--- src/rtl/fcs_pkg.sv ---
package fcs_pkg;
   typedef enum logic [1:0] {
      CODE_HOLD0 = 2'b00,
      CODE_XON   = 2'b01,
      CODE_XOFF  = 2'b10,
      CODE_HOLD1 = 2'b11
   } fc_code_e;

   typedef struct packed {
      logic act_xoff;
      logic act_xon;
   } fc_intent_t;

   function automatic fc_intent_t decode_code(input logic [1:0] code);
      fc_intent_t r;
      r.act_xoff = (code == CODE_XOFF);
      r.act_xon  = (code == CODE_XON);
      return r;
   endfunction
endpackage

--- src/rtl/fcs_req_decode.sv ---
module fcs_req_decode
   import fcs_pkg::*;
(
   input  logic       coded_mode_i,
   input  logic       src_reg_i,
   input  logic       reg_lo_i,
   input  logic       reg_hi_i,
   input  logic       pin_lo_i,
   input  logic       pin_hi_i,
   output fc_intent_t intent_o
);
   logic [1:0] code;

   always_comb begin
      code = src_reg_i ? {reg_hi_i, reg_lo_i} : {pin_hi_i, pin_lo_i};
      if (coded_mode_i) begin
         intent_o = decode_code(code);
      end else begin
         intent_o.act_xoff = reg_lo_i;
         intent_o.act_xon  = ~reg_lo_i;
      end
   end
endmodule

--- src/rtl/fcs_queue.sv ---
module fcs_queue
   import fcs_pkg::*;
#(
   parameter int HOLD_W = 16
) (
   input  logic              clk,
   input  logic              rst_n,
   input  logic              en_i,
   input  logic              tick_i,
   input  logic              coded_mode_i,
   input  fc_intent_t        intent_i,
   input  logic [HOLD_W-1:0] hold_i,
   input  logic              grant_i,
   output logic              pend_o,
   output logic              pend_xoff_o
);
   logic              paused_q;
   logic              pend_q;
   logic              kind_xoff_q;
   logic [HOLD_W-1:0] cnt_q;
   logic              want_xoff;
   logic              want_xon;

   assign want_xoff = en_i & intent_i.act_xoff;
   assign want_xon  = en_i & intent_i.act_xon;

   always_ff @(posedge clk or negedge rst_n) begin
      if (!rst_n) begin
         paused_q    <= 1'b0;
         pend_q      <= 1'b0;
         kind_xoff_q <= 1'b0;
         cnt_q       <= '0;
      end else if (!en_i) begin
         pend_q <= 1'b0;
      end else begin
         if (grant_i) begin
            pend_q <= 1'b0;
            if (kind_xoff_q) cnt_q <= hold_i;
         end
         if (want_xoff && paused_q && !pend_q) begin
            if (cnt_q == '0) begin
               pend_q      <= 1'b1;
               kind_xoff_q <= 1'b1;
            end else if (tick_i) begin
               cnt_q <= cnt_q - 1'b1;
            end
         end
         if (want_xoff && !paused_q) begin
            paused_q    <= 1'b1;
            pend_q      <= 1'b1;
            kind_xoff_q <= 1'b1;
            cnt_q       <= hold_i;
         end else if (want_xon && paused_q) begin
            paused_q    <= 1'b0;
            pend_q      <= 1'b1;
            kind_xoff_q <= 1'b0;
         end
      end
   end

   assign pend_o      = pend_q & en_i;
   assign pend_xoff_o = kind_xoff_q;

   AST_FROZEN_OFF: assert property (@(posedge clk) disable iff (!rst_n)
      !en_i |=> $stable(paused_q));
   AST_HOLD_CODE: assert property (@(posedge clk) disable iff (!rst_n)
      (en_i && coded_mode_i && !intent_i.act_xoff && !intent_i.act_xon) |=> $stable(paused_q));
   AST_NO_XON_RUNNING: assert property (@(posedge clk) disable iff (!rst_n)
      (en_i && want_xon && !paused_q && !pend_q) |=> !pend_q);
endmodule

--- src/rtl/fcs_arbiter.sv ---
module fcs_arbiter #(
   parameter int NUM_Q    = 8,
   parameter int QUANTA_W = 16,
   parameter int QIDX_W   = 3
) (
   input  logic                      clk,
   input  logic                      rst_n,
   input  logic [NUM_Q-1:0]          req_i,
   input  logic [NUM_Q-1:0]          kind_xoff_i,
   input  logic [NUM_Q*QUANTA_W-1:0] quanta_i,
   input  logic                      q0_pfc_i,
   output logic [NUM_Q-1:0]          grant_o,
   output logic                      frm_valid_o,
   input  logic                      frm_ready_i,
   output logic [QIDX_W-1:0]         frm_queue_o,
   output logic                      frm_xoff_o,
   output logic [QUANTA_W-1:0]       frm_quanta_o,
   output logic                      frm_pfc_o
);
   logic [QIDX_W-1:0] sel;
   logic              load;
   logic              any_req;

   always_comb begin
      sel = '0;
      for (int i = NUM_Q - 1; i >= 0; i--) begin
         if (req_i[i]) sel = QIDX_W'(i);
      end
   end

   assign any_req = |req_i;
   assign load    = (!frm_valid_o || frm_ready_i) && any_req;

   always_comb begin
      grant_o = '0;
      if (load) grant_o[sel] = 1'b1;
   end

   always_ff @(posedge clk or negedge rst_n) begin
      if (!rst_n) begin
         frm_valid_o  <= 1'b0;
         frm_queue_o  <= '0;
         frm_xoff_o   <= 1'b0;
         frm_quanta_o <= '0;
         frm_pfc_o    <= 1'b0;
      end else if (!frm_valid_o || frm_ready_i) begin
         frm_valid_o <= any_req;
         if (any_req) begin
            frm_queue_o  <= sel;
            frm_xoff_o   <= kind_xoff_i[sel];
            frm_quanta_o <= kind_xoff_i[sel] ? quanta_i[sel*QUANTA_W +: QUANTA_W] : '0;
            frm_pfc_o    <= (sel != '0) | q0_pfc_i;
         end
      end
   end

   AST_ONE_GRANT: assert property (@(posedge clk) disable iff (!rst_n)
      $onehot0(grant_o));
   AST_LOWEST_FIRST: assert property (@(posedge clk) disable iff (!rst_n)
      (grant_o != '0) |-> ((req_i & (grant_o - 1'b1)) == '0));
   AST_STALL_STABLE: assert property (@(posedge clk) disable iff (!rst_n)
      (frm_valid_o && !frm_ready_i) |=> (frm_valid_o && $stable(frm_queue_o)
         && $stable(frm_xoff_o) && $stable(frm_quanta_o) && $stable(frm_pfc_o)));
endmodule

--- src/rtl/fc_req_sched.sv ---
module fc_req_sched
   import fcs_pkg::*;
#(
   parameter int NUM_Q    = 8,
   parameter int QUANTA_W = 16,
   parameter int HOLD_W   = 16,
   localparam int QIDX_W  = (NUM_Q > 1) ? $clog2(NUM_Q) : 1
) (
   input  logic                      clk,
   input  logic                      rst_n,
   input  logic                      tick_i,
   input  logic [NUM_Q-1:0]          cfg_enable_i,
   input  logic                      cfg_coded_mode_i,
   input  logic [NUM_Q-1:0]          cfg_src_reg_i,
   input  logic [NUM_Q-1:0]          reg_req_lo_i,
   input  logic [NUM_Q-1:0]          reg_req_hi_i,
   input  logic [NUM_Q-1:0]          pin_req_lo_i,
   input  logic [NUM_Q-1:0]          pin_req_hi_i,
   input  logic [NUM_Q*QUANTA_W-1:0] cfg_quanta_i,
   input  logic [NUM_Q*HOLD_W-1:0]   cfg_hold_i,
   input  logic                      cfg_q0_pfc_i,
   output logic                      frm_valid_o,
   input  logic                      frm_ready_i,
   output logic [QIDX_W-1:0]         frm_queue_o,
   output logic                      frm_xoff_o,
   output logic [QUANTA_W-1:0]       frm_quanta_o,
   output logic                      frm_pfc_o
);
   if (NUM_Q < 1 || NUM_Q > 8) begin : g_bad_nq
      $error("NUM_Q must lie in 1..8");
   end
   if (QUANTA_W < 1 || HOLD_W < 1) begin : g_bad_w
      $error("QUANTA_W and HOLD_W must be positive");
   end

   logic [NUM_Q-1:0] pend;
   logic [NUM_Q-1:0] kind_xoff;
   logic [NUM_Q-1:0] grant;

   for (genvar q = 0; q < NUM_Q; q++) begin : g_q
      fc_intent_t intent;

      fcs_req_decode i_dec (
         .coded_mode_i (cfg_coded_mode_i),
         .src_reg_i    (cfg_src_reg_i[q]),
         .reg_lo_i     (reg_req_lo_i[q]),
         .reg_hi_i     (reg_req_hi_i[q]),
         .pin_lo_i     (pin_req_lo_i[q]),
         .pin_hi_i     (pin_req_hi_i[q]),
         .intent_o     (intent)
      );

      fcs_queue #(.HOLD_W(HOLD_W)) i_queue (
         .clk          (clk),
         .rst_n        (rst_n),
         .en_i         (cfg_enable_i[q]),
         .tick_i       (tick_i),
         .coded_mode_i (cfg_coded_mode_i),
         .intent_i     (intent),
         .hold_i       (cfg_hold_i[q*HOLD_W +: HOLD_W]),
         .grant_i      (grant[q]),
         .pend_o       (pend[q]),
         .pend_xoff_o  (kind_xoff[q])
      );
   end

   fcs_arbiter #(
      .NUM_Q    (NUM_Q),
      .QUANTA_W (QUANTA_W),
      .QIDX_W   (QIDX_W)
   ) i_arb (
      .clk          (clk),
      .rst_n        (rst_n),
      .req_i        (pend),
      .kind_xoff_i  (kind_xoff),
      .quanta_i     (cfg_quanta_i),
      .q0_pfc_i     (cfg_q0_pfc_i),
      .grant_o      (grant),
      .frm_valid_o  (frm_valid_o),
      .frm_ready_i  (frm_ready_i),
      .frm_queue_o  (frm_queue_o),
      .frm_xoff_o   (frm_xoff_o),
      .frm_quanta_o (frm_quanta_o),
      .frm_pfc_o    (frm_pfc_o)
   );

   AST_GRANT_PENDING: assert property (@(posedge clk) disable iff (!rst_n)
      ((grant & ~pend) == '0));
   AST_DISABLED_SILENT: assert property (@(posedge clk) disable iff (!rst_n)
      ((grant & ~cfg_enable_i) == '0));
endmodule

--- config.mk ---
export PLATFORM = sky130hd
export DESIGN_NAME = fc_req_sched
export DESIGN_NICKNAME = d
export VERILOG_FILES = /design/src/rtl/fcs_pkg.sv /design/src/rtl/fcs_req_decode.sv /design/src/rtl/fcs_queue.sv /design/src/rtl/fcs_arbiter.sv /design/src/rtl/fc_req_sched.sv
export SDC_FILE = /design/constraint.sdc
export NUM_CORES = 1
export LEC_CHECK = 0
export ABC_AREA = 1
export BUFFER_PORTS_ARGS = -buffer_cell sky130_fd_sc_hd__buf_2
export CORE_MARGIN = 2
export CORE_UTILIZATION = 50
export CTS_CLUSTER_DIAMETER = 150
export DETAILED_ROUTE_END_ITERATION = 10
export PLACE_DENSITY = 0.72
export RECOVER_POWER = 25
export SLEW_MARGIN = 20
export SYNTH_ARGS = -nofsm -noshare
export SYNTH_HDL_FRONTEND = slang
export SYNTH_SLANG_ARGS = --single-unit
--- constraint.sdc ---
create_clock -name clk -period 5.5 [get_ports clk]
set_clock_uncertainty 0.05 [all_clocks]
set_input_delay 0 -clock clk [delete_from_list [all_inputs] [get_ports clk]]
set_output_delay 0 -clock clk [all_outputs]
set_load 0.01 [all_outputs]
# Yosys cells after proc, flatten, opt, wreduce, memory -nomap -nowiden
# Cells that the tools add are included.
dict set report word_totals {
  register_bits 174
  output_inout_bits 22
}
dict set report classes {
  n_addsub 8
  order_cmp 2
  eq_ne 16
  n_shift 1
  mux 174
  bitwise 33
  reduce_logical 103
}
# op count
set op_table {}
lappend op_table {{$mux W16} 49}
lappend op_table {{$logic_not A16 Y1} 8}
lappend op_table {{$shiftx A128 B8 Y16} 1}
lappend op_table {{$sub A16 B1 Y16 const B} 8}
lappend op_table {{$mux W1} 98}
lappend op_table {{$reduce_bool A3 Y1} 17}
lappend op_table {{$logic_and A1 B1 Y1} 34}
lappend op_table {{$mux W2} 16}
lappend op_table {{$and A1 B1 Y1} 24}
lappend op_table {{$mux W3} 8}
lappend op_table {{$reduce_and A3 Y1} 8}
lappend op_table {{$reduce_and A2 Y1} 9}
lappend op_table {{$logic_not A1 Y1} 17}
lappend op_table {{$eq A2 B1 Y1 const B} 8}
lappend op_table {{$eq A2 B2 Y1 const B} 8}
lappend op_table {{$reduce_bool A2 Y1} 8}
lappend op_table {{$mux W8} 1}
lappend op_table {{$not A1 Y1} 8}
lappend op_table {{$reduce_or A8 Y1} 1}
lappend op_table {{$lt A3 B4 Y1 const B} 1}
lappend op_table {{$bmux W1 S3} 1}
lappend op_table {{$demux W1 S3} 1}
lappend op_table {{$ge A3 B1 Y1 const B} 1}
lappend op_table {{$logic_or A1 B1 Y1} 1}
lappend op_table {{$or A1 B1 Y1} 1}

# Longest topological paths before layout
# Gate-level depths: netlist of run 1.
dict set report depth {
  ltp_word 20
  mapped_depth 19
}

# Hierarchy
# Synthesis of run 1 repeated with hierarchy kept, for this count alone.
dict set report unflattened {
  cells_unflattened 3035
  area_unflattened_um2 17441.7
}
# module instances cells_per_inst area_per_inst_um2 seq_area_each_um2
set modules_own_cells {}
lappend modules_own_cells {{fcs_queue (g_q[2].i_queue ...)} 5 306 1799.2 475.5}
lappend modules_own_cells {{fcs_queue (g_q[0].i_queue ...)} 2 292 1716.6 475.5}
lappend modules_own_cells {fcs_arbiter 1 428 2542.4 550.5}
lappend modules_own_cells {{fcs_queue (g_q[7].i_queue)} 1 301 1729.2 475.5}
lappend modules_own_cells {fcs_req_decode 8 24 92.6 0.0}

# Least setup slack after synthesis of run 1
# No wires, ideal clock.
dict set report synth_timing {
  kind {reg-to-reg}
  startpoint {register g_q[0].i_queue.pend_q}
  endpoint {register g_q[7].i_queue.cnt_q[0]}
  setup_ns 0.132
  arrival_ns 1.769
  required_time_ns 5.318
  slack_ns 3.549
  stages_incl_launch_ff 14
  n_path_buf 1
  cell_sequence {dfrtp_1 -> nand2_2 -> nand2_1 -> nor2_4 -> o21ai_4 -> inv_4 -> nand3_4 -> nor2_4 -> nand2_4 -> buf_6 -> nand2_1 -> o21ai_1 -> o21ai_0 -> o21ai_0}
}
dict set report synth_via {
  elab_chain_len 12
}
# element line_no
set synth_lines {}
lappend synth_lines {{from (decl)} fcs_queue.sv:18} ;# logic pend_q;
lappend synth_lines {{from (signal assigned)} fcs_queue.sv:30} ;# pend_q <= 1'b0;
lappend synth_lines {{from (signal assigned)} fcs_queue.sv:34} ;# pend_q <= 1'b0;
lappend synth_lines {{from (signal assigned)} fcs_queue.sv:37} ;# pend_q <= 1'b0;
lappend synth_lines {{$and A1 B1 Y1 (*)} fcs_queue.sv:61} ;# assign pend_o = pend_q & en_i;
lappend synth_lines {{$mux W3} fcs_arbiter.sv:27} ;# if (req_i[i]) sel = QIDX_W'(i);
lappend synth_lines {{$lt A3 B4 Y1 (not written as such) or $ge A3 B1 Y1 (tied branches)} fcs_arbiter.sv:36} ;# if (load) grant_o[sel] = 1'b1;
lappend synth_lines {{$logic_and A1 B1 Y1 (not written as such)} fcs_arbiter.sv:36}
lappend synth_lines {{$mux W1 (not written as such)} fcs_arbiter.sv:36}
lappend synth_lines {{$demux W1 S3} -}
lappend synth_lines {{$mux W8 (*)} fcs_arbiter.sv:36}
lappend synth_lines {{$mux W16 (*)} fcs_queue.sv:36} ;# if (grant_i) begin
lappend synth_lines {{$mux W16} fcs_queue.sv:44} ;# end else if (tick_i) begin
lappend synth_lines {{$mux W16} fcs_queue.sv:41} ;# if (cnt_q == '0) begin
lappend synth_lines {{$mux W16 (*)} fcs_queue.sv:40} ;# if (want_xoff && paused_q && !pend_q) begin
lappend synth_lines {{$mux W16 (*)} fcs_queue.sv:48} ;# if (want_xoff && !paused_q) begin
lappend synth_lines {{to (signal assigned)} fcs_queue.sv:38} ;# if (kind_xoff_q) cnt_q <= hold_i;
lappend synth_lines {{to (signal assigned)} fcs_queue.sv:45} ;# cnt_q <= cnt_q - 1'b1;
lappend synth_lines {{to (signal assigned)} fcs_queue.sv:52} ;# cnt_q <= hold_i;
lappend synth_lines {{to (decl)} fcs_queue.sv:20} ;# logic [HOLD_W-1:0] cnt_q;
# Mark *: on every way between the ends. The rest lies on a longest branch, timed or not.
# A chain may end at the register's enable or synchronous reset.

# Worst setup path after layout of run 1
dict set report layout_timing {
  startpoint {register g_q[7].i_queue.pend_q}
  endpoint {register i_arb.frm_quanta_o[15]}
}
dict set report layout_via {
  elab_chain_len 12
}
# element line_no
set layout_lines {}
lappend layout_lines {{from (decl)} fcs_queue.sv:18}
lappend layout_lines {{from (signal assigned)} fcs_queue.sv:30}
lappend layout_lines {{from (signal assigned)} fcs_queue.sv:34}
lappend layout_lines {{from (signal assigned)} fcs_queue.sv:37}
lappend layout_lines {{$and A1 B1 Y1 (*)} fcs_queue.sv:61}
lappend layout_lines {{branches (longest 11 deep; another with $shiftx A128 B8 Y16)} -}
lappend layout_lines {{to (signal assigned)} fcs_arbiter.sv:51} ;# frm_quanta_o <= kind_xoff_i[sel] ? quanta_i[sel*QUANTA_W +: QUANTA_W] : '0;
lappend layout_lines {{to (decl)} fcs_arbiter.sv:17} ;# output logic [QUANTA_W-1:0] frm_quanta_o,
# Every way passes the cells marked *. The select of a mux whose other input is x is not followed.

==> summary.md, run 1 <==
| Metric | Value |
|---|---|
| Status | complete, but fails checks |
| Violated checks | max-capacitance violations, max-slew violations |
| Setup crit end kind | flip-flop |
| DRT Wirelength | 49.30 mm |
| Cell taking the most area after synthesis | dfrtp_1 |
| Number of synthesized flops with an enable pin | 0 |
| Setup ws final | 922.0 ps |
| Sw Ratio | 46.70% |
| Achievable Freq | 218.4 MHz |
| P_sw | 3.697 mW |
| Routed len/inst | 16.09 um |
| Final worst path period share | 83.24% |
| Buffers on Ports | 331 |
| Pre-CTS WS | 2070 ps |
| Clock power frac | 15.9% |
| PnR Total Power | 7.917 mW |
| WP data required | 5840 ps |
| First-pass GRT wire length | 76.45 mm |
| Cell breakdown of the critical path | nand2_1 > clkinv_1 > nand2_1 > nand2_1 > nand2_1 > nand2_1 > nand2_2 > nand2_4 > nand2_4 > buf_4 > nand2_1 > nand3_1 > dlygate4sd3_1 > nand2_1 > dlygate4sd3_1 > a21oi_1 > dlygate4sd3_1 > nand3_1 > nand2_1 |
| Seq/Total Area, Yosys | 31.43% |
| Post-synthesis sequential element count | 174 |
| Nature of the critical path startpoint | flip-flop |
| Most frequent CP cell | nand2_1 |
| Vias in the first global route | 15210 |
| Comb pwr share | 53.1% |
| CTS H-tree lvls | 4 |
| Hold buffers post-CTS | 207 |
| Core area | 27100 sq um |
| Max Cap Violations | 1 |
| Gate Count Post-Synth | 2203 |
| CTS tree | done |
| RSZ-0062 raised after global routing | false |
| Layout Area Growth over Synthesis | 31.71% |
| # Post-CTS Setup Buffers | 0 |
| CP Class | flip-flop to flip-flop |
| PD cells | 433.9 nW/um^2 |
| Vias/cell | 5.565 |
| Via count | 17050 |
| Ranking of synthesized cells by area | dfrtp_1 31%, nand2_1 21%, nand3_1 13%, o21ai_0 5.1%, inv_1 5.1% |
| Worst path slowest cell | buf_4 |
| Share of layout cells above drive strength 1 | 15.32% |
| Initial antenna violation count | 2 |
| Syn_area_per_cell | 6.288 sq um |
| Max Slew Vio Count | 91 |
| GRT Residual Overflow | 0 |
| Clock Tree Buf Depth | 2 |
| Die Y | 170.5 um |
| Distinct cells, synth | 49 |
| ANT nets after route | 0 |
| Final net count | 3002 |
| Async SR Flop Fraction | 100.0% |
| Crit-path max FO | 69 |
| Clock sink count | 174 |
| Site Rows | 60 |
| Final Non-Filler Cells | 3063 |
| Worst-Margin Slew | 4268 ps |
| Global route hottest layer | met2 |
| Synth Net Count | 2529 |
| HPWL after DPL | 33.28 mm |
| Met2 Resource Use GR | 52.01% |
| Placed Cells | 2822 |
| # setup viols final | 0 |
| DRC Markers | 0 |
| Die area | 29050 sq um |
| 1st-pass router iterations | 6 |
| Power Internal | 4.219 mW |
| Top cell type's share of synthesized area | 31.43% |
| Max-slew headroom | -184.6% |
| Clk_lat worst skew | 440 ps |
| First DRT Iteration DRCs | 1820 |
| CP top delay family | buffers and inverters |
| Leakage | 9.271 nW |
| Initial Util | 51.12% |
| VDD IR max | 221.6 uV |
| Die W | 170.5 um |
| Routability cong. | 0.9116 |
| Crit-path max cell delay | 620 ps |
| Total GRT Usage | 32.76% |
| Netlist Area Pre-Place | 13850 sq um |
| Combined buffer and inverter count along the critical path | 5 |
| Io pins | 332 |
| GRT met3 Usage | 6.628% |
| Setup TNS | 0 ps |
| Primary FF master, synth | dfrtp_1 |
| Sequential Power Share | 31.0% |
| Fin util | 67.33% |
| Post-CTS resize count | 0 |
| TritonCTS Buffers | 17 |
| Clock root cell | clkbuf_16 |
| Largest net degree at the start of global routing | 91 |
| Worst Path Arrival | 4910 ps |
| Final Critical Period | 4578 ps |
| Synth Warn # | 0 |
| Met1 Resource Use GR | 45.09% |
| Hold Violations, Final | 0 |
| Worst Hold Class | primary input to flip-flop |
| Clock Pin Slew Worst Setup and Hold Paths | 80 ps |
-- power by group through the flow --
stage	sequential, mW	clock, mW	combinational [mW]
detailed placement	2.45	0	3.77
global placement	2.43	0	3.65
global route	2.54	1.31	4.76
CTS	2.44	1.27	4.15
finish	2.46	1.26	4.20
floorplan	2.30	0	2.94
-- layout make-up --
type                       instances  area (sq um)
antenna                            2         5.005
clock buffer                      20         446.7
clock inverter                    12         137.6
fill                            2434          8855
inverter                         198         747.0
multi-input combinational       1737          8284
sequential                       174          4354
tap                              372         465.4
timing repair buffer             548          3806
-- path summary, 6_finish.rpt --
path                                             from                          to  slack (ps)  cells after the start
worst max-delay path            g_q[7].i_queue.pend_q      i_arb.frm_quanta_o[15]         920                     19
worst min-delay path                  reg_req_lo_i[0]  g_q[0].i_queue.pend_xoff_o          20                      5
worst max register to register  g_q[7].i_queue.pend_q      i_arb.frm_quanta_o[15]         920                     19
worst min register to register  i_arb.frm_quanta_o[6]       i_arb.frm_quanta_o[6]         430                      2
max in group asynchronous                       rst_n     g_q[4].i_queue.cnt_q[3]        1280                      2
min in group asynchronous                       rst_n    g_q[2].i_queue.cnt_q[11]        1650                      2
-- registers in the layout, indices dropped and copies added (netlist names) --
name	flops
i_arb.frm_quanta_o	16
g_q.i_queue.pend_xoff_o	8
g_q.i_queue.paused_q	8
i_arb.frm_xoff_o	1
i_arb.frm_queue_o	3
i_arb.frm_valid_o	1
i_arb.frm_pfc_o	1
g_q.i_queue.cnt_q	128
g_q.i_queue.pend_q	8
-- cell families (layout without fill, tap and decap cells) --
group                    after synthesis  count (layout)  share of synthesized area (%)
AND/OR/NAND/NOR                     1349            1349                          41.95
XOR/XNOR                              44              44                          2.782
other                                  0               2                              0
buffers and inverters                292             778                          8.860
flip-flops                           174             174                          31.43
AO/OA/AOI/OAI                        328             328                          13.53
adder cells (fa/ha/maj)               16              16                          1.445
-- cell usage after synthesis (all sizes together) (9+ instances only) --
master  number
ha          16
o211ai      53
a31oi       22
nor2       152
buf         47
nor3        31
inv        192
nand4       20
dfrtp      174
o21ai      162
a21oi       73
xor2        37
nand3      355
or2          9
clkbuf      47
nand2      770
-- cells in the final DEF, fill, tap and decap left out, drive strengths merged, types with 2 or more instances in the layout --
| cell | count |
|---|---|
| nor4 | 3 |
| o21ai | 162 |
| xor2 | 37 |
| ha | 16 |
| inv | 194 |
| a31oi | 22 |
| clkinv | 9 |
| o211ai | 53 |
| nand2 | 770 |
| a211oi | 7 |
| o2111ai | 5 |
| dfrtp | 174 |
| dlygate4sd3 | 207 |
| nand2b | 2 |
| bufinv | 2 |
| nand3b | 6 |
| clkinvlp | 5 |
| nor3 | 31 |
| nand3 | 355 |
| clkbuf | 24 |
| or2 | 9 |
| diode | 2 |
| nand4 | 20 |
| xnor2 | 7 |
| nor2 | 152 |
| buf | 336 |
| a21oi | 73 |
-- metrics by stage --
| stage | cell area (sq um) | hold WS (ps) |
|---|---|---|
| detailed placement | 15590 | 64.59 |
| finish | 18250 | 19.22 |
| global placement | 15590 | 60.24 |
| CTS | 18250 | 4.114 |
| floorplan | 13850 | -345.6 |
| global route | 18250 | 63.16 |
-- worst min-delay path: stages --
cell and delay [ps]:
buf_2 120, nand2_1 70, o2111ai_1 80, nor2_1 60, a21oi_1 130
-- layer usage --
layer	routed length (um)	vias up
met3	4331	119
met5	0	-
li1	-	8201
met4	1312	0
met2	22620	829
met1	21030	7898
No activity file was read; power rests on OpenSTA's default activity.
==> run 2, diff against run 1 <==
==> constraint.sdc (replaced) <==
create_clock -name clk -period 4.4 [get_ports clk]
set_clock_uncertainty 0.05 [all_clocks]
set_input_delay 0 -clock clk [delete_from_list [all_inputs] [get_ports clk]]
set_output_delay 0 -clock clk [all_outputs]
set_load 0.01 [all_outputs]
==> run 2 against run 1 <==
Global-route usage decreased by 0.25 points. Via count is 0.48% lower. Combinational power grew 25%. Largest cell class unchanged. Hold slack worse by 2.3 ps. Core utilization up 0.43 points. First-iteration DRC count is 16% lower. Maximum frequency is 16% higher. Routed wire length down 1.5%. Cell count rose by 0.29%. Worst setup slack worse by 470 ps. Highest routed layer unchanged. The flow still finishes with violations (max-capacitance violations, max-slew violations).
==> summary.md, run 2 (synthesis results as in run 1) <==
| Metric | Value |
|---|---|
| Met1 Resource Use GR | 43.63% (-1.5 points) |
| Placed Cells | 2827 (+0.18%) |
| Die W | 170.5 um (unchanged) |
| # setup viols final | 0 (unchanged) |
| Setup TNS | 0 ps (unchanged) |
| Max-slew headroom | -91.34% (+93 points) |
| CTS H-tree lvls | 4 (unchanged) |
| Setup crit end kind | flip-flop |
| CTS tree | done |
| Clock Tree Buf Depth | 2 (unchanged) |
| TritonCTS Buffers | 17 (unchanged) |
| WP data required | 4740 ps (-1100 ps) |
| Area of the multi-input gates | 8284 sq um (unchanged) |
| Leakage | 9.311 nW (+0.43%) |
| Site Rows | 60 (unchanged) |
| PD cells | 543.6 nW/um^2 (+25%) |
| GRT Residual Overflow | 0 (unchanged) |
| Hold Violations, Final | 0 (unchanged) |
| Global route hottest layer | met2 |
| Vias/cell | 5.522 (-0.77%) |
| Nature of the critical path startpoint | flip-flop |
| Io pins | 332 (unchanged) |
| Register area | 4354 sq um (unchanged) |
| DRC Markers | 0 (unchanged) |
| Setup ws final | 450.0 ps (-472.1 ps) |
| Vias in the first global route | 15780 (+3.7%) |
| Pre-CTS WS | 1151 ps (-919.7 ps) |
| Buffers on Ports | 331 (unchanged) |
| Fin util | 67.76% (+0.43 points) |
| Cell breakdown of the critical path | nand2_1 > clkinv_1 > nand2_1 > nand2_1 > nand2_1 > nand2_1 > nand2_2 > nand2_4 > nand2_4 > buf_6 > nand2_1 > nand3_1 > dlygate4sd3_1 > nand2_1 > dlygate4sd3_1 > a21oi_1 > nand3_1 > nand2_1 |
| ANT nets after route | 0 (unchanged) |
| Worst path slowest cell | dlygate4sd3_1 |
| Most frequent cells in the layout | 757 x nand2_1, 353 x nand3_1, 313 x buf_2 |
| Largest net degree at the start of global routing | 109 (+20%) |
| Routability cong. | 0.9383 (+2.9%) |
| DRT Wirelength | 48.55 mm (-1.5%) |
| Routed len/inst | 15.80 um (-1.8%) |
| Clk_lat worst skew | 450 ps (about the same) |
| Max Cap Violations | 1 (unchanged) |
| VDD IR max | 318.6 uV (+44%) |
| Worst Path Arrival | 4290 ps (-620 ps) |
| Final Critical Period | 3950 ps (-627.9 ps) |
| Achievable Freq | 253.2 MHz (+16%) |
| Top Registers | g_q.i_queue.cnt_q x128, i_arb.frm_quanta_o x16 |
| Share of layout cells above drive strength 1 | 15.09% (-0.23 points) |
| Die Y | 170.5 um (unchanged) |
| Die area | 29050 sq um (unchanged) |
| GRT met3 Usage | 6.558% (-0.070 points) |
| Core area | 27100 sq um (unchanged) |
| First-pass GRT wire length | 76.58 mm (+0.16%) |
| RSZ-0062 raised after global routing | false |
| Clock root cell | clkbuf_16 |
| Clock sink count | 174 (unchanged) |
| Worst Hold Class | primary input to flip-flop |
| Met2 Resource Use GR | 51.98% (about the same) |
| Via count | 16970 (-0.48%) |
| CP Class | flip-flop to flip-flop |
| Max Slew Vio Count | 108 (+19%) |
| Status | complete, but fails checks |
| 1st-pass router iterations | 6 (unchanged) |
| Clock Pin Slew Worst Setup and Hold Paths | 80 ps (about the same) |
| Placement Cell Area | 15640 sq um (+0.32%) |
| First DRT Iteration DRCs | 1535 (-16%) |
| Most common cell after layout, fill and taps aside | nand2_1 |
| Final Non-Filler Cells | 3072 (+0.29%) |
| Layout Area Growth over Synthesis | 32.55% |
| Worst-Margin Slew | 2870 ps (-1398 ps) |
| Final net count | 3010 (+0.27%) |
| Initial antenna violation count | 3 (+1) |
| Initial Util | 51.12% (unchanged) |
| Finished Cell Area | 18360 sq um (+0.64%) |
| Fill cell count | 2413 (-0.86%) |
| Largest register FFs | 128 (unchanged) |
| Total GRT Usage | 32.51% (-0.25 points) |
| Crit-path max cell delay | 560 ps (-60 ps) |
| HPWL after DPL | 33.12 mm (-0.47%) |
| Top reg by flops | g_q.i_queue.cnt_q |
| Crit-path max FO | 69 (unchanged) |
| Final worst path period share | 89.77% (+6.5 points) |
| Most frequent CP cell | nand2_1 |
| Violated checks | max-capacitance violations, max-slew violations |
run 2: cell types whose count changed in the layout (fill, tap and decap cells not counted), moves of 2 or more:
cell           previous run  this run
clkbuf_1                  6        17
buf_2                   326       313
clkbuf_8                  1         3
dlygate4sd3_1           207       210
clkinvlp_4                5         0
inv_6                     2         5
buf_4                    10        13
run 2: cell type report:
| class | count | share of cell area [%] |
|---|---|---|
| antenna | 3 | 0.04088 |
| clock buffer | 20 | 2.542 |
| clock inverter | 12 | 0.9335 |
| inverter | 198 | 4.068 |
| multi-input combinational | 1737 | 45.11 |
| sequential | 174 | 23.71 |
| tap | 372 | 2.535 |
| timing repair buffer | 556 | 21.05 |
run 2: per-layer routing:
metal	vias up	part of all wire, %	routed length (um)
li1	8225	-	-
met1	7856	43	20880
met2	785	46	22290
met3	99	8.4	4099
met4	0	2.6	1275
met5	-	0	0
run 2: critical path, delay by kind of cell (launching register included):
family          cells  cell delay (ps)
simple gates       13             1660
buf+inv             4             1600
flops               1              370
compound gates      1              140
run 2: power by group:
group	internal, mW	leakage [nW]	switching (mW)
logic	2.06	6.88	3.17
clock network	0.957	0.315	0.722
registers	2.35	2.11	0.722
total	5.36	9.31	4.62
run 2: repair_timing:
item / in CTS / in global routing
gates resized for setup: 0 / 1
setup buffers: 0 / 0
setup endpoints to repair: 0 / 1
hold endpoints to repair: 274 / 0
hold buffers: 210 / 0
run 2: worst paths after layout:
path	slack (ps)	end	startpoint	depth (start not counted)
setup / recovery	450	i_arb.frm_quanta_o[13]	g_q[7].i_queue.pend_q	18
min in group asynchronous	910	g_q[2].i_queue.cnt_q[10]	rst_n	2
hold / removal	20	i_arb.frm_quanta_o[8]	cfg_quanta_i[104]	7
hold reg to reg	440	i_arb.frm_quanta_o[14]	i_arb.frm_quanta_o[14]	2
setup reg to reg	450	i_arb.frm_quanta_o[13]	g_q[7].i_queue.pend_q	18
max in group asynchronous	1670	g_q[4].i_queue.cnt_q[9]	rst_n	2
run 2: stage by stage:
step / power [mW] / hold WS [ps]
CTS: 9.904 / 3.533
floorplan: 6.546 / -345.6
global route: 10.88 / 51.51
global placement: 7.591 / 137.2
finish: 9.982 / 16.90
detailed placement: 7.766 / 141.6
==> run 3, diff against run 2 <==
--- a/config.mk
+++ b/config.mk
@@ -12,7 +12,7 @@
 export CTS_CLUSTER_DIAMETER = 150
 export DETAILED_ROUTE_END_ITERATION = 10
 export PLACE_DENSITY = 0.72
-export RECOVER_POWER = 25
+export RECOVER_POWER = 50
 export SLEW_MARGIN = 20
 export SYNTH_ARGS = -nofsm -noshare
 export SYNTH_HDL_FRONTEND = slang
==> run 3 against run 2 <==
The flow still finishes with violations (max-capacitance violations, max-slew violations). Global-route usage did not move. Cell count did not move. Routed wire length barely moved. Non-clock buffer count did not move. Critical path type unchanged. Largest cell class unchanged.
==> summary.md, run 3 (synthesis results as in run 1) <==
| Metric | Value |
|---|---|
| Io pins | 332 (unchanged) |
| Fill cell count | 2417 (+0.17%) |
| Total GRT Usage | 32.51% (unchanged) |
| Hold Violations, Final | 0 (unchanged) |
| Die W | 170.5 um (unchanged) |
| TritonCTS Buffers | 17 (unchanged) |
| Crit-path max cell delay | 560 ps (about the same) |
| Vias/cell | 5.517 (-0.10%) |
| Crit path capture | i_arb.frm_quanta_o[13] |
| Worst Hold Class | primary input to flip-flop |
| GRT Residual Overflow | 0 (unchanged) |
| ANT nets after route | 0 (unchanged) |
| Worst Path Arrival | 4310 ps (+20 ps) |
| Final net count | 3010 (unchanged) |
| Max Slew Vio Count | 108 (unchanged) |
| RSZ-0062 raised after global routing | false |
| Max Cap Violations | 1 (unchanged) |
| Finished Cell Area | 18360 sq um (about the same) |
| Final worst path period share | 90.07% (+0.30 points) |
| Vias in the first global route | 15780 (unchanged) |
| CTS H-tree lvls | 4 (unchanged) |
| Flop-to-flop setup slack | 440 ps (about the same) |
| Clk_lat worst skew | 450 ps (about the same) |
| Reg2Reg Depth | 18 (unchanged) |
| Initial Util | 51.12% (unchanged) |
| Die area | 29050 sq um (unchanged) |
| Via count | 16950 (-0.10%) |
| Cell breakdown of the critical path | nand2_1 > clkinv_1 > nand2_1 > nand2_1 > nand2_1 > nand2_1 > nand2_2 > nand2_4 > nand2_4 > buf_6 > nand2_1 > nand3_1 > dlygate4sd3_1 > nand2_1 > dlygate4sd3_1 > a21oi_1 > nand3_1 > nand2_1 |
| CP Class | flip-flop to flip-flop |
| Most frequent CP cell | nand2_1 |
| Final Critical Period | 3963 ps (+13.02 ps) |
| Max-slew headroom | -91.23% (+0.11 points) |
| Buffers on Ports | 331 (unchanged) |
| Share of layout cells above drive strength 1 | 14.87% (-0.22 points) |
| CTS tree | done |
| Status | complete, but fails checks |
| Top Registers | g_q.i_queue.cnt_q x128, i_arb.frm_quanta_o x16 |
| 1st-pass router iterations | 6 (unchanged) |
| Routed len/inst | 15.80 um (about the same) |
| Clock root cell | clkbuf_16 |
| Register area | 4354 sq um (unchanged) |
| HPWL after DPL | 33.12 mm (unchanged) |
| # setup viols final | 0 (unchanged) |
| Worst hold start | cfg_quanta_i[56] |
| First-pass GRT wire length | 76.58 mm (unchanged) |
| VDD IR max | 318.9 uV (about the same) |
| DRT Wirelength | 48.54 mm (about the same) |
| Nature of the critical path startpoint | flip-flop |
| Critical path launch point | g_q[7].i_queue.pend_q |
| Worst path slowest cell | dlygate4sd3_1 |
| PnR Total Power | 9.980 mW (about the same) |
| Area of the multi-input gates | 8284 sq um (unchanged) |
| Largest net degree at the start of global routing | 109 (unchanged) |
| Setup TNS | 0 ps (unchanged) |
| Violated checks | max-capacitance violations, max-slew violations |
| Crit-path max FO | 69 (unchanged) |
| Most common cell after layout, fill and taps aside | nand2_1 |
| RR Startpoint | g_q[7].i_queue.pend_q |
| Clock Tree Buf Depth | 2 (unchanged) |
| R2r endpoint | i_arb.frm_quanta_o[13] |
| Layout Area Growth over Synthesis | 32.50% (about the same) |
| Placement Cell Area | 15640 sq um (unchanged) |
| Worst-Margin Slew | 2869 ps (-1.580 ps) |
| Leakage | 9.291 nW (-0.21%) |
| PD cells | 543.7 nW/um^2 (about the same) |
| Top reg by flops | g_q.i_queue.cnt_q |
| Routability cong. | 0.9383 (unchanged) |
| WP data required | 4740 ps (about the same) |
| Clock Pin Slew Worst Setup and Hold Paths | 80 ps (about the same) |
| DRC Markers | 0 (unchanged) |
| Achievable Freq | 252.3 MHz (-0.33%) |
| Clock sink count | 174 (unchanged) |
| Die Y | 170.5 um (unchanged) |
| Largest register FFs | 128 (unchanged) |
| Core area | 27100 sq um (unchanged) |
| Site Rows | 60 (unchanged) |
| Most frequent cells in the layout | 757 x nand2_1, 353 x nand3_1, 307 x buf_2 |
| First DRT Iteration DRCs | 1521 (-0.91%) |
| Setup crit end kind | flip-flop |
| Initial antenna violation count | 3 (unchanged) |
[run 3: worst min path at each step]
stage / to / slack (ps) / cells past startpoint
after floorplan: g_q[0].i_queue.cnt_q[0] / -350 / 0
after global placement: g_q[2].i_queue.cnt_q[10] / 140 / 1
after detailed placement: g_q[2].i_queue.cnt_q[10] / 140 / 1
after CTS: g_q[1].i_queue.pend_xoff_o / 4 / 5
after global routing: i_arb.frm_quanta_o[10] / 50 / 7
final: i_arb.frm_quanta_o[8] / 20 / 7
[run 3: metrics by stage]
step / instances / setup slack [ps] / util [%] / hold WS, ps
final: 3072 / 437.0 / 67.73 / 17.24
after global routing: 3072 / 162.3 / 67.73 / 51.51
after CTS: 3069 / 405.7 / 67.83 / 3.533
after detailed placement: 2827 / 1151 / 57.71 / 141.6
after global placement: 2827 / 1238 / 57.70 / 137.2
after floorplan: 2203 / 2449 / - / -345.6
[run 3: area by class of cell]
class,count,share of cell area [%]
antenna,3,0.04090
tap,372,2.536
sequential,174,23.72
multi-input combinational,1737,45.13
inverter,198,4.070
timing repair buffer,556,21.02
clock inverter,12,0.9339
clock buffer,20,2.543
[run 3: critical path, delay by kind of cell (launching register included)]
family	cells	cell delay, ps
simple gates	13	1670
buf+inv	4	1600
flops	1	370
compound gates	1	140
[run 3: per-layer routing]
| metal | GRT usage [%] | wire, um | share of wire, % | vias to the layer above |
|---|---|---|---|---|
| met2 | 51.98 | 22290 | 46 | 782 |
| met1 | 43.63 | 20870 | 43 | 7846 |
| met4 | 11.89 | 1251 | 2.6 | 0 |
| met5 | 0 | 0 | 0 | - |
| met3 | 6.558 | 4124 | 8.5 | 91 |
| li1 | - | - | - | 8229 |
[run 3: report_power, final]
group	leakage (nW)	switching, mW	internal, mW	total [mW]
sequential	2.11	0.723	2.35	3.07
combinational	6.86	3.17	2.05	5.22
clock	0.315	0.725	0.957	1.68
total	9.29	4.62	5.36	9.98
[run 3: timing repair]
action | in CTS | in global routing
gates resized for setup | 0 | 1
hold buffers | 210 | 0
buffers inserted | 0 | 0
endpoints found under the setup margin | 0 | 1
endpoints found under the hold margin | 274 | 0
